File: src/rtl/apa_pkg.sv
package apa_pkg;

   typedef enum logic [1:0] {
      ACC_RD  = 2'd0,
      ACC_WR  = 2'd1,
      ACC_EX  = 2'd2,
      ACC_RSV = 2'd3
   } acc_kind_e;

   typedef enum logic [3:0] {
      FT_NONE   = 4'd0,
      FT_XLAT   = 4'd1,
      FT_ACCESS = 4'd2,
      FT_PERM   = 4'd3
   } flt_type_e;

   typedef struct packed {
      logic xn;
      logic pxn;
      logic af;
      logic wr_off;
      logic user_ok;
   } leaf_fields_t;

endpackage

File: src/rtl/apa_attr_merge.sv
module apa_attr_merge
   import apa_pkg::*;
#(
   parameter int ATTR_W      = 13,
   parameter int TBL_W       = 5,
   parameter int USER_BIT    = 4,
   parameter int WROFF_BIT   = 5,
   parameter int AF_BIT      = 8,
   parameter int PXN_BIT     = 11,
   parameter int XN_BIT      = 12,
   parameter int TBL_PXN     = 0,
   parameter int TBL_XN      = 1,
   parameter int TBL_PRIV    = 2,
   parameter int TBL_WROFF   = 3
) (
   input  logic [ATTR_W-1:0] leaf_i,
   input  logic [TBL_W-1:0]  tbl_i,
   output logic [ATTR_W-1:0] merged_o,
   output leaf_fields_t      fields_o
);

   generate
      if (XN_BIT >= ATTR_W || PXN_BIT >= ATTR_W || AF_BIT >= ATTR_W ||
          WROFF_BIT >= ATTR_W || USER_BIT >= ATTR_W) begin : g_bad_attr
         $error("apa_attr_merge: attribute bit position outside ATTR_W");
      end
      if (TBL_PXN >= TBL_W || TBL_XN >= TBL_W || TBL_PRIV >= TBL_W ||
          TBL_WROFF >= TBL_W) begin : g_bad_tbl
         $error("apa_attr_merge: override bit position outside TBL_W");
      end
   endgenerate

   for (genvar b = 0; b < ATTR_W; b++) begin : g_bit
      if (b == PXN_BIT) begin : g_pxn
         assign merged_o[b] = leaf_i[b] | tbl_i[TBL_PXN];
      end else if (b == XN_BIT) begin : g_xn
         assign merged_o[b] = leaf_i[b] | tbl_i[TBL_XN];
      end else if (b == WROFF_BIT) begin : g_wr
         assign merged_o[b] = leaf_i[b] | tbl_i[TBL_WROFF];
      end else if (b == USER_BIT) begin : g_user
         assign merged_o[b] = leaf_i[b] & ~tbl_i[TBL_PRIV];
      end else begin : g_pass
         assign merged_o[b] = leaf_i[b];
      end
   end

   assign fields_o.xn      = merged_o[XN_BIT];
   assign fields_o.pxn     = merged_o[PXN_BIT];
   assign fields_o.af      = merged_o[AF_BIT];
   assign fields_o.wr_off  = merged_o[WROFF_BIT];
   assign fields_o.user_ok = merged_o[USER_BIT];

endmodule

File: src/rtl/apa_perm_eval.sv
module apa_perm_eval
   import apa_pkg::*;
(
   input  leaf_fields_t fields_i,
   input  logic [1:0]   acc_kind_i,
   input  logic         acc_user_i,
   input  logic         xlat_flt_i,
   output logic         perm_r_o,
   output logic         perm_w_o,
   output logic         perm_x_o,
   output flt_type_e    ftype_o
);

   logic exec_ok;
   logic write_ok;
   acc_kind_e kind;

   assign kind     = acc_kind_e'(acc_kind_i);
   assign exec_ok  = ~(fields_i.xn | (~acc_user_i & fields_i.pxn));
   assign write_ok = ~fields_i.wr_off;

   always_comb begin
      if (xlat_flt_i) begin
         ftype_o = FT_XLAT;
      end else if (!fields_i.af) begin
         ftype_o = FT_ACCESS;
      end else if (acc_user_i && !fields_i.user_ok) begin
         ftype_o = FT_PERM;
      end else if (kind == ACC_EX && !exec_ok) begin
         ftype_o = FT_PERM;
      end else if (kind == ACC_WR && !write_ok) begin
         ftype_o = FT_PERM;
      end else begin
         ftype_o = FT_NONE;
      end
   end

   assign perm_r_o = (ftype_o == FT_NONE);
   assign perm_w_o = (ftype_o == FT_NONE) & write_ok;
   assign perm_x_o = (ftype_o == FT_NONE) & exec_ok;

endmodule

File: src/rtl/apa_fsr_pack.sv
module apa_fsr_pack
   import apa_pkg::*;
#(
   parameter int LEVEL_W  = 2,
   parameter int TYPE_W   = 4,
   parameter int TYPE_LSB = 2,
   parameter int FMT_BIT  = 9,
   localparam int FSR_W   = FMT_BIT + 1
) (
   input  flt_type_e          ftype_i,
   input  logic [LEVEL_W-1:0] level_i,
   output logic               fault_o,
   output logic [FSR_W-1:0]   fsr_o
);

   generate
      if (TYPE_LSB < LEVEL_W) begin : g_overlap_lo
         $error("apa_fsr_pack: type field overlaps level field");
      end
      if (TYPE_LSB + TYPE_W > FMT_BIT) begin : g_overlap_hi
         $error("apa_fsr_pack: type field overlaps format bit");
      end
      if (TYPE_W < 2) begin : g_narrow
         $error("apa_fsr_pack: type field too narrow for the codes");
      end
   endgenerate

   assign fault_o = (ftype_i != FT_NONE);

   always_comb begin
      fsr_o = '0;
      if (fault_o) begin
         fsr_o[FMT_BIT]                = 1'b1;
         fsr_o[TYPE_LSB +: TYPE_W]     = TYPE_W'(ftype_i);
         fsr_o[LEVEL_W-1:0]            = level_i;
      end
   end

endmodule

File: src/rtl/apa_access_check.sv
module apa_access_check
   import apa_pkg::*;
#(
   parameter int ATTR_W    = 13,
   parameter int TBL_W     = 5,
   parameter int LEVEL_W   = 2,
   parameter int TYPE_W    = 4,
   parameter int TYPE_LSB  = 2,
   parameter int FMT_BIT   = 9,
   parameter int USER_BIT  = 4,
   parameter int WROFF_BIT = 5,
   parameter int AF_BIT    = 8,
   parameter int PXN_BIT   = 11,
   parameter int XN_BIT    = 12,
   parameter int TBL_PXN   = 0,
   parameter int TBL_XN    = 1,
   parameter int TBL_PRIV  = 2,
   parameter int TBL_WROFF = 3,
   localparam int FSR_W    = FMT_BIT + 1
) (
   input  logic [1:0]         acc_kind_i,
   input  logic               acc_user_i,
   input  logic [ATTR_W-1:0]  leaf_attr_i,
   input  logic [TBL_W-1:0]   tbl_attr_i,
   input  logic [LEVEL_W-1:0] walk_level_i,
   input  logic               xlat_flt_i,
   output logic [ATTR_W-1:0]  merged_attr_o,
   output logic               perm_r_o,
   output logic               perm_w_o,
   output logic               perm_x_o,
   output logic               fault_o,
   output logic [FSR_W-1:0]   fsr_o
);

   leaf_fields_t fields;
   flt_type_e    ftype;

   apa_attr_merge #(
      .ATTR_W   (ATTR_W),
      .TBL_W    (TBL_W),
      .USER_BIT (USER_BIT),
      .WROFF_BIT(WROFF_BIT),
      .AF_BIT   (AF_BIT),
      .PXN_BIT  (PXN_BIT),
      .XN_BIT   (XN_BIT),
      .TBL_PXN  (TBL_PXN),
      .TBL_XN   (TBL_XN),
      .TBL_PRIV (TBL_PRIV),
      .TBL_WROFF(TBL_WROFF)
   ) u_merge (
      .leaf_i  (leaf_attr_i),
      .tbl_i   (tbl_attr_i),
      .merged_o(merged_attr_o),
      .fields_o(fields)
   );

   apa_perm_eval u_eval (
      .fields_i  (fields),
      .acc_kind_i(acc_kind_i),
      .acc_user_i(acc_user_i),
      .xlat_flt_i(xlat_flt_i),
      .perm_r_o  (perm_r_o),
      .perm_w_o  (perm_w_o),
      .perm_x_o  (perm_x_o),
      .ftype_o   (ftype)
   );

   apa_fsr_pack #(
      .LEVEL_W (LEVEL_W),
      .TYPE_W  (TYPE_W),
      .TYPE_LSB(TYPE_LSB),
      .FMT_BIT (FMT_BIT)
   ) u_pack (
      .ftype_i(ftype),
      .level_i(walk_level_i),
      .fault_o(fault_o),
      .fsr_o  (fsr_o)
   );

endmodule

File: config.mk
export PLATFORM = sky130hd
export DESIGN_NAME = apa_access_check
export DESIGN_NICKNAME = d
export VERILOG_FILES = /design/src/rtl/apa_pkg.sv /design/src/rtl/apa_attr_merge.sv /design/src/rtl/apa_perm_eval.sv /design/src/rtl/apa_fsr_pack.sv /design/src/rtl/apa_access_check.sv
export SDC_FILE = /design/constraint.sdc
export NUM_CORES = 1
export LEC_CHECK = 0
export ABC_AREA = 1
export BUFFER_PORTS_ARGS = -buffer_cell sky130_fd_sc_hd__buf_2
export CORE_AREA = 2 2 39 41
export DETAILED_ROUTE_END_ITERATION = 7
export DIE_AREA = 0 0 41 43
export MAX_ROUTING_LAYER = met4
export PLACE_DENSITY = 0.84
export RECOVER_POWER = 25
export SLEW_MARGIN = 20
export SYNTH_ARGS = -nofsm -noshare
export SYNTH_HDL_FRONTEND = slang
export SYNTH_HIERARCHICAL = 1
export SYNTH_SLANG_ARGS = --single-unit
File: constraint.sdc
create_clock -name vclk -period 3.02
set_input_delay 0.302 -clock vclk [all_inputs]
set_output_delay 0.302 -clock vclk [all_outputs]
set_load 0.005 [all_outputs]
==> results of run 1 <==
==> through the flow <==
step / instance area (µm²) / util, % / power, W
floorplan: 362 / - / 0.0000423
global placement: 362 / 26.1 / 0.0000399
CTS: 362 / 26.1 / 0.0000410
detailed placement: 362 / 26.1 / 0.0000408
finish: 362 / 26.1 / 0.0000405
global route: 362 / 26.1 / 0.0000476
==> layout make-up <==
class	count	area [µm²]	area share (%)
timing repair buffer	29	145	40.1
multi-input combinational	29	133	36.7
inverter	17	63.8	17.6
tap	16	20.0	5.54
==> routing by layer <==
metal	GRT usage [%]	vias up	wire length [µm]
met4	0.667	0	0
met5	-	-	0
met2	11.6	29	243
met1	6.01	114	203
li1	-	175	-
met3	0	0	129
==> cells in the final DEF (no fill, tap or decap) <==
master and count:
sky130_fd_sc_hd__nand4_2 1, sky130_fd_sc_hd__nor2_2 1, sky130_fd_sc_hd__nand2_2 3, sky130_fd_sc_hd__nand3_1 2, sky130_fd_sc_hd__inv_1 17, sky130_fd_sc_hd__nand2_1 10
sky130_fd_sc_hd__a21oi_1 2, sky130_fd_sc_hd__nor2_1 5, sky130_fd_sc_hd__buf_2 29, sky130_fd_sc_hd__conb_1 5
==> logic make-up (layout without fill, tap and decap cells) <==
logic type / Yosys count / in the layout
AOI/OAI and AO/OA: 2 / 2
buffers and inverters: 41 / 46
other: 2 / 5
and+or+nand+nor: 22 / 22
==> critical path: stages <==
cell                      delay (ns)
sky130_fd_sc_hd__buf_2          0.10
sky130_fd_sc_hd__nor2_2         0.10
sky130_fd_sc_hd__inv_1          0.04
sky130_fd_sc_hd__nand2_1        0.05
sky130_fd_sc_hd__nand2_1        0.05
sky130_fd_sc_hd__inv_1          0.09
sky130_fd_sc_hd__nand2_1        0.06
sky130_fd_sc_hd__nand2_1        0.05
sky130_fd_sc_hd__nand2_1        0.06
sky130_fd_sc_hd__nor2_1         0.18
sky130_fd_sc_hd__nand2_1        0.09
sky130_fd_sc_hd__buf_2          0.13
==> report_power, final <==
group | total (W) | switching [W] | internal (W)
clock network | 0 | 0 | 0
logic | 0.0000405 | 0.0000213 | 0.0000191
registers | 0 | 0 | 0
total | 0.0000405 | 0.0000213 | 0.0000191
==> path summary, 6_finish.rpt <==
| check | start | end | slack (ns) | depth (start not counted) |
|---|---|---|---|---|
| worst min-delay path | leaf_attr_i[2] | merged_attr_o[2] | 0.60 | 0 |
| worst max-delay path | tbl_attr_i[2] | fsr_o[9] | 1.40 | 12 |
==> run summary, run 1 <==
The worst-case IR drop observed on VDD is 32.5 µV. Of all cell types, the one taking the most synthesized area is sky130_fd_sc_hd__buf_4. The tools report the element type at the critical path end as an output pin. In this run the static leakage power is 0.281 nW. Gate count after technology mapping: 67. Worst setup slack before clock tree synthesis: 1.38 ns. Average instance area after synthesis: 5.23 µm². By count the netlist is led by sky130_fd_sc_hd__buf_4 (20), sky130_fd_sc_hd__inv_1 (17), sky130_fd_sc_hd__nand2_1 (10). The area taken by flip-flops and latches was 0 µm². Synthesized-area fraction occupied by adder cells: 0%. Summing the areas of all xor and xnor instances in the mapped netlist gives 0% of the synthesized area. The critical path is of the input pin to output pin type. The logs give 2.72 ns for the worst path required time and 5 for the pin count of the biggest net entering global routing. After detailed placement, the design holds a cell count of 91. During synthesis, Yosys emitted a total of 6 warnings. Measured along the x axis, the die boundary spans 41 µm.

The compound-gate portion of the synthesized area was 2.86%; the worst-case hold slack was 0.604 ns. The tools report the startpoint class of the critical path as an input pin. The finished layout holds 91 standard cells, fillers aside. 0 antenna diodes ended up in the layout.

Measured along the y axis, the die boundary spans 43 µm. The run gives 1380 µm² as the core footprint. The run gives 1.40 ns as the slack of the critical path. The average vias per placed instance is 3.49.

Largest family of logic cells by synthesized area: buffers and inverters. In the final routed layout, each cell accounts on average for 6.33 µm. Of the total synthesized cell area, the portion taken by AND, OR, NAND and NOR gates is 29.6%. Post-CTS repair changed the size of 0 cells.

The flow ran to the end, and the final reports show no timing, DRC or antenna violations. Cells with a size suffix above 1 make up 45.3% of the layout. Type of the most critical hold path: input pin to output pin. The ratio of final minimum period to clock period is 53.7%.

The floorplan has 14 rows. In this run, distinct cell masters in the synthesized netlist total 11. Global routing finished with a remaining overflow of 0.

The starting DRC count in detailed routing was 5. Setup repair after global routing left no endpoint under its margin. Compared with the post-synthesis result, the final layout area differs by 3.21%. The routed design has 576 µm of wire. For the final routed database, the setup TNS stands at 0 ns.

The count of buffers added on input and output ports is 29. The final count of pins violating max slew was 0; the number of remaining DRC errors was 0. For the initial antenna violation count, the log shows 0. The number of violations of the max-capacitance limit came out at 0. The power density of the placed cells works out to 112 nW/µm².

The count of nets left with antenna violations once routing finished came out at 0. Detailed routing inserted a total of 318 vias. In this run the worst path has a maximum fanout of 3. The tools report the number of hold violations in the final report as 0. Routability-driven placement finished with a final weighted congestion of 0.572. Counting I/O delays and the setup requirement, the final critical path takes 1.62 ns.

The design has 0 sequential cells. The die covers 1760 µm². Once detailed placement completed, the half-perimeter wirelength came to 535 µm.

Yosys instantiated no cell more often than sky130_fd_sc_hd__buf_4. Yosys attributes the largest share of cell area to sky130_fd_sc_hd__buf_4 (43%), sky130_fd_sc_hd__inv_1 (18%), sky130_fd_sc_hd__nand2_1 (11%). For the length of the first detailed-routing pass in iterations, the log shows 4. The hold buffer count at cts was 0; the maximum clock frequency was 617 MHz. At the end of the flow, the number of nets in the layout was 101. The tools report the number of I/O pins as 51. The first global-routing pass estimated 772 µm of wire. The netlist area before placement is 350 µm², and the critical path data arrival time is 1.32 ns.

Setup violations remaining at the end of the flow were counted as 0. The global-route total usage across every layer was 5.83%. The synthesized design devotes to its leading area cell type 42.9% of total area. Measured against the total synthesized area, the mux share comes to 0%. The layout has 0 clock buffers. Sequential elements use 0% of the synthesized area.

The tools report the number of global-route vias before repair as 217. The buffer count from post-CTS setup fixing was 0; the starting density of the core was 25.3%. The fill cell instance count of the final layout came out at 169.
Power figures use the tool's default switching activity.
==> inputs of run 2 (changes only) <==
--- a/config.mk
+++ b/config.mk
@@ -11,7 +11,7 @@
 export DETAILED_ROUTE_END_ITERATION = 7
 export DIE_AREA = 0 0 41 43
 export MAX_ROUTING_LAYER = met4
-export PLACE_DENSITY = 0.84
+export PLACE_DENSITY = 0.87
 export RECOVER_POWER = 25
 export SLEW_MARGIN = 20
 export SYNTH_ARGS = -nofsm -noshare
==> constraint.sdc (replaced) <==
create_clock -name vclk -period 1.4
set_input_delay 0.14 -clock vclk [all_inputs]
set_output_delay 0.14 -clock vclk [all_outputs]
set_load 0.005 [all_outputs]
==> run 2 against run 1 <==
- non-clock buffer count did not move
- via count rose by 5.3%
- critical path depth did not move
- combinational power rose by 120%
- sequential share of layout area did not move
- flip-flop and latch count did not move
- count of clock-buffer cells in the layout did not move
- final area rose by 1.4%
- hold slack got worse by 0.32 ns
- routed wire length rose by 7.3%
- critical path type unchanged
- critical endpoint is now fsr_o[0]
==> run summary, run 2 (same netlist as run 1, synthesis figures left out) <==
The pin count of the biggest net entering global routing came out at 5 (unchanged). The run finished with clean final reports. For the detailed placer's ending HPWL, the log shows 573 µm (+7.1%).

Number of I/O pins: 51 (unchanged). The area after detailed placement was 362 µm² (unchanged). Start point of the worst min-delay path: leaf_attr_i[6].

The area taken by flip-flops and latches is 0 µm² (unchanged). The leakage power total is 0.280 nW (-0.39%), and the starting DRC count in detailed routing is 0 (-5). Via count: 335 (+5.3%). Setup repair after global routing left no endpoint under its margin. The maximum clock frequency was 834 MHz; the count of sequential standard cells was 0 (unchanged). The global-route total usage across every layer is 6.14% (+0.31 points).

The proportion of layout cells with a drive suffix above 1 is 49.3% (+4.0 points). The number of inserted diodes came out at 0 (unchanged). The startpoint of the worst setup timing path was tbl_attr_i[2]. The slack of the critical path is 0.202 ns (-1.20 ns), and the total negative setup slack is 0 ns (unchanged). Leaving out fill and tap cells, the most frequent cell in the layout is sky130_fd_sc_hd__buf_2. For the worst path required time, the log shows 1.26 ns (-1.46 ns).

The top cell types in the final layout, fill and taps aside, are sky130_fd_sc_hd__buf_2 (29), sky130_fd_sc_hd__inv_1 (16), sky130_fd_sc_hd__nand2_1 (10), sky130_fd_sc_hd__conb_1 (5). The placer's final routability congestion estimate was 0.583 (+1.8%). The tools report the initial antenna violation count as 0 (unchanged).

The starting density of the core came out at 25.3% (unchanged). The global-route wire length before repair came out at 807 µm (+4.5%). The tools report the startpoint class of the critical path as an input pin. The horizontal die dimension works out to 41 µm (unchanged). The average vias per placed instance is 3.68 (+5.3%), and the die outline area is 1760 µm² (unchanged).

The tools report the number of routed nets with antenna violations as 0 (unchanged). The run gives 239 (+10%) as the number of global-route vias before repair. The kind of critical path was input pin to output pin. Average routed wire per standard cell: 6.79 µm (+7.3%).

Worst setup slack before clock tree synthesis: 0.0924 ns (-1.29 ns). The logs give 1380 µm² (unchanged) for the core footprint and 1.06 ns (-0.26 ns) for the critical path data arrival time. The length of the first detailed-routing pass in iterations was 1 (-3); the number of core rows was 14 (unchanged). The total congestion overflow after global routing came out at 0 (unchanged). The height of the chip came out at 43 µm (unchanged). Dividing the final minimum period by the clock period gives 85.6%. The number of violations of the max-capacitance limit is 0 (unchanged), and the clock buffer count is 0 (unchanged). The run gives 101 (unchanged) as the final-stage net count. The power density of the placed cells was 245 nW/µm² (+120%); the worst supply voltage drop on vdd was 66.8 µV (+110%). The worst setup path is captured at an output pin. The tightest min-delay check is of the input pin to output pin type. The number of hold violations in the final report was 0 (unchanged); the final count of pins violating max slew was 0 (unchanged). The number of remaining DRC errors is 0 (unchanged). The total non-filler cell area in the finished layout was 367 µm² (+1.4%); the clock period minus final worst setup slack was 1.20 ns.

The overall routed net length is 618 µm (+7.3%), and the count of buffers inserted at the top-level ports is 29 (unchanged). The count of final setup violators was 0 (unchanged); the area growth from synthesis to layout was 4.64%. The largest fanout of any net on the critical path is 3 (unchanged).
## run 2: timing repair
action / 4_1_cts / 5_1_grt
endpoints found under the setup margin: 0 / 4
hold buffers: 0 / 0
buffers inserted: 0 / 0
hold endpoints to repair: 0 / 0
resized for setup: 0 / 3
## run 2: final timing paths
check / depth (start not counted) / to / slack (ns)
min: 0 / merged_attr_o[6] / 0.28
max: 12 / fsr_o[0] / 0.20
## run 2: worst max-delay path, cell delays in order
cell and delay [ns]:
sky130_fd_sc_hd__buf_2 0.10, sky130_fd_sc_hd__nor2_2 0.10, sky130_fd_sc_hd__inv_1 0.04, sky130_fd_sc_hd__nand2_1 0.05
sky130_fd_sc_hd__nand2_1 0.06, sky130_fd_sc_hd__inv_2 0.07, sky130_fd_sc_hd__nand2_1 0.05, sky130_fd_sc_hd__nand2_1 0.05
sky130_fd_sc_hd__nand2_1 0.07, sky130_fd_sc_hd__nor2_2 0.12, sky130_fd_sc_hd__a21oi_1 0.08, sky130_fd_sc_hd__buf_2 0.13
## run 2: cell type report
cell class | count | area [µm²]
well taps | 16 | 20.0
fillers | 168 | 1020
multi-input cells | 29 | 138
inverters | 17 | 63.8
repair buffers | 29 | 145
## run 2: metal layers
layer  share of wire (%)  global-route usage, %  vias up
met5                   0                      -        -
met4                 2.1                   2.67        0
met3                  20                      0        4
met2                  42                   10.9       26
met1                  35                   6.65      128
li1                    -                      -      177
## run 2: where the power goes
group,internal [W],switching [W]
Clock,0,0
Combinational,0.0000421,0.0000479
Sequential,0,0
## run 2: metrics by stage
stage,utilization (%),std cells,total power (W),hold WS (ns)
after detailed placement,26.1,91,0.0000885,0.280
final,26.5,91,0.0000899,0.280
after global placement,26.1,91,0.0000863,0.280
after floorplan,-,70,0.0000912,0.348
after global routing,26.5,91,0.000104,0.280
after CTS,26.1,91,0.0000890,0.280
==> inputs of run 3 (changes only) <==
--- a/config.mk
+++ b/config.mk
@@ -6,12 +6,12 @@
 export NUM_CORES = 1
 export LEC_CHECK = 0
 export ABC_AREA = 1
-export BUFFER_PORTS_ARGS = -buffer_cell sky130_fd_sc_hd__buf_2
+export BUFFER_PORTS_ARGS = -buffer_cell sky130_fd_sc_hd__buf_4
 export CORE_AREA = 2 2 39 41
 export DETAILED_ROUTE_END_ITERATION = 7
 export DIE_AREA = 0 0 41 43
 export MAX_ROUTING_LAYER = met4
-export PLACE_DENSITY = 0.87
+export PLACE_DENSITY = 0.84
 export RECOVER_POWER = 25
 export SLEW_MARGIN = 20
 export SYNTH_ARGS = -nofsm -noshare
==> constraint.sdc (replaced) <==
create_clock -name vclk -period 1.55
set_input_delay 0.155 -clock vclk [all_inputs]
set_output_delay 0.155 -clock vclk [all_outputs]
set_load 0.005 [all_outputs]
==> run 3 against run 2 <==
- via count increased by 0.30%
- routed wire length increased by 1.3%
- final area increased by 19%
- power increased by 12%
- global-route usage increased by 0.31 points
- sequential share of layout area unchanged
- setup slack got worse by 0.0037 ns
- die area unchanged
- hold slack improved by 0.030 ns
- critical path type unchanged
- critical endpoint is now fsr_o[9]
- largest power group unchanged
==> run summary, run 3 (same netlist as run 1, synthesis figures left out) <==
The run finished with clean final reports. The number of core rows is 14 (unchanged), and the global-route wire length before repair is 848 µm (+5.1%). For the number of routed nets with antenna violations, the log shows 0 (unchanged). The horizontal die dimension is 41 µm (unchanged), and the global-route total usage across every layer is 6.45% (+0.31 points). Height of the chip: 43 µm (unchanged). The path class of the tightest hold or removal check is input pin to output pin.

The largest fanout of any net on the critical path was 3 (unchanged); the pin count of the biggest net entering global routing was 5 (unchanged). The run gives 159 (-5.4%) as the fill cell instance count of the final layout. For the number of violations of the max-capacitance limit, the log shows 0 (unchanged). The final count of pins violating max slew was 0 (unchanged). For this design, the slowest cell found on the critical path is sky130_fd_sc_hd__nor2_1. The overall routed net length was 626 µm (+1.3%); the area taken by flip-flops and latches was 0 µm² (unchanged). The number of I/O pins was 51 (unchanged).

The proportion of layout cells with a drive suffix above 1 was 46.7% (-2.7 points); the clock period minus final worst setup slack was 1.35 ns. The instance count along the most critical hold path is 0 (unchanged), and the average routed wire per standard cell is 6.88 µm (+1.3%). The starting DRC count in detailed routing was 2 (+2). Startpoint of the worst setup timing path: tbl_attr_i[2]. The logs give 0.566 (-3.0%) for the placer's final routability congestion estimate and 0 (unchanged) for the total congestion overflow after global routing. The worst setup path is captured at an output pin. The run gives 25.3% (unchanged) as the starting density of the core. The number of remaining DRC errors was 0 (unchanged); the delay of the slowest cell on the worst path was 0.16 ns (+0.03 ns).

For the number of inserted diodes, the log shows 0 (unchanged). The run gives 31.6% (+5.1 points) as the post-route core utilization. Number of gates given a new drive strength after cts: 0 (unchanged). The count of final setup violators was 0 (unchanged). By instance count, the cell type seen most on the critical path is sky130_fd_sc_hd__nand2_1.

The worst path required time came out at 1.39 ns (+0.13 ns). The top cell types in the final layout, fill and taps aside, are sky130_fd_sc_hd__buf_4 (29), sky130_fd_sc_hd__inv_1 (17), sky130_fd_sc_hd__nand2_1 (10), sky130_fd_sc_hd__conb_1 (5), sky130_fd_sc_hd__nor2_1 (4). The logs give 0 ns (unchanged) for the total negative setup slack and 60.2 µV (-9.9%) for the worst supply voltage drop on vdd. Timing would allow up to 740 MHz. The tools report the detailed placer's ending HPWL as 587 µm (+2.4%). The die outline area was 1760 µm² (unchanged); the ratio of final minimum period to clock period was 87.2%.

For the number of hold violations in the final report, the log shows 0 (unchanged). For the clock buffer count, the log shows 0 (unchanged). The critical path ends at fsr_o[9].

The worst setup path is launched from an input pin. The worst-case hold slack is 0.310 ns (+0.0300 ns). The critical path is of the input pin to output pin type.

Setup repair after global routing left no endpoint under its margin. The critical path data arrival time was 1.20 ns (+0.14 ns); the initial antenna violation count was 0 (unchanged). Count of buffers inserted at the top-level ports: 29 (unchanged). The buffer count from post-CTS setup fixing was 0 (unchanged); the number of global-route vias before repair was 254 (+6.3%).

The count of sequential standard cells came out at 0 (unchanged). Leaving out fill and tap cells, the most frequent cell in the layout is sky130_fd_sc_hd__buf_4. The hold buffer count at cts was 0 (unchanged); the power density of the placed cells was 230 nW/µm² (-6.4%). The via count is 336 (+0.30%). Traced cell by cell, the critical path runs through buf_4 > nor2_2 > inv_1 > nand2_1 > nand2_1 > inv_1 > nand3_1 > nand2_1 > inv_1 > nor2_1 > nand2_1 > buf_4. The area growth from synthesis to layout came out at 24.6%. The length of the first detailed-routing pass in iterations is 4 (+3).

The average vias per placed instance came out at 3.69 (+0.30%). The logs give 0.307 nW (+9.4%) for the leakage power total and 101 (unchanged) for the final-stage net count. The core footprint is 1380 µm² (unchanged).
==> run 3: stage by stage <==
stage,std cells,total power [W],area [µm²],setup slack (ns)
floorplan,70,0.0000823,362,0.385
global placement,91,0.0000982,434,0.194
detailed placement,91,0.000100,434,0.177
CTS,91,0.000101,434,0.171
global route,91,0.000115,437,0.000147
finish,91,0.000100,437,0.198
==> run 3: routing by layer <==
metal	wire length (µm)	up-vias	global-route usage, %	share of wire [%]
met1	222	135	7.28	35
met2	292	25	12.2	47
met5	0	-	-	0
met4	0	0	0.667	0
met3	111	0	0	18
li1	-	176	-	-
==> run 3: cell type report <==
class | count | area [µm²] | area share, %
timing repair buffer | 29 | 218 | 49.9
multi-input combinational | 29 | 135 | 30.9
inverter | 17 | 63.8 | 14.6
tap | 16 | 20.0 | 4.58
==> run 3: how the worst min path moves through the flow <==
stage                                from           endpoint  slack [ns]
after detailed placement  leaf_attr_i[10]  merged_attr_o[10]        0.31
final                      leaf_attr_i[6]   merged_attr_o[6]        0.31
after floorplan           walk_level_i[0]           fsr_o[0]        0.38
after CTS                 leaf_attr_i[10]  merged_attr_o[10]        0.31
after global placement    leaf_attr_i[10]  merged_attr_o[10]        0.31
after global routing       leaf_attr_i[9]   merged_attr_o[9]        0.31
==> run 3: worst max-delay path, delay by kind of cell <==
kind	cells	cell delay, ns
buffers and inverters	5	0.44
AND/OR/NAND/NOR	7	0.59
==> run 3: power breakdown <==
group | leakage (nW) | total [W] | internal, W | switching, W
Sequential | 0 | 0 | 0 | 0
Combinational | 0.307 | 0.000100 | 0.0000569 | 0.0000434
Clock | 0 | 0 | 0 | 0
Total | 0.307 | 0.000100 | 0.0000569 | 0.0000434
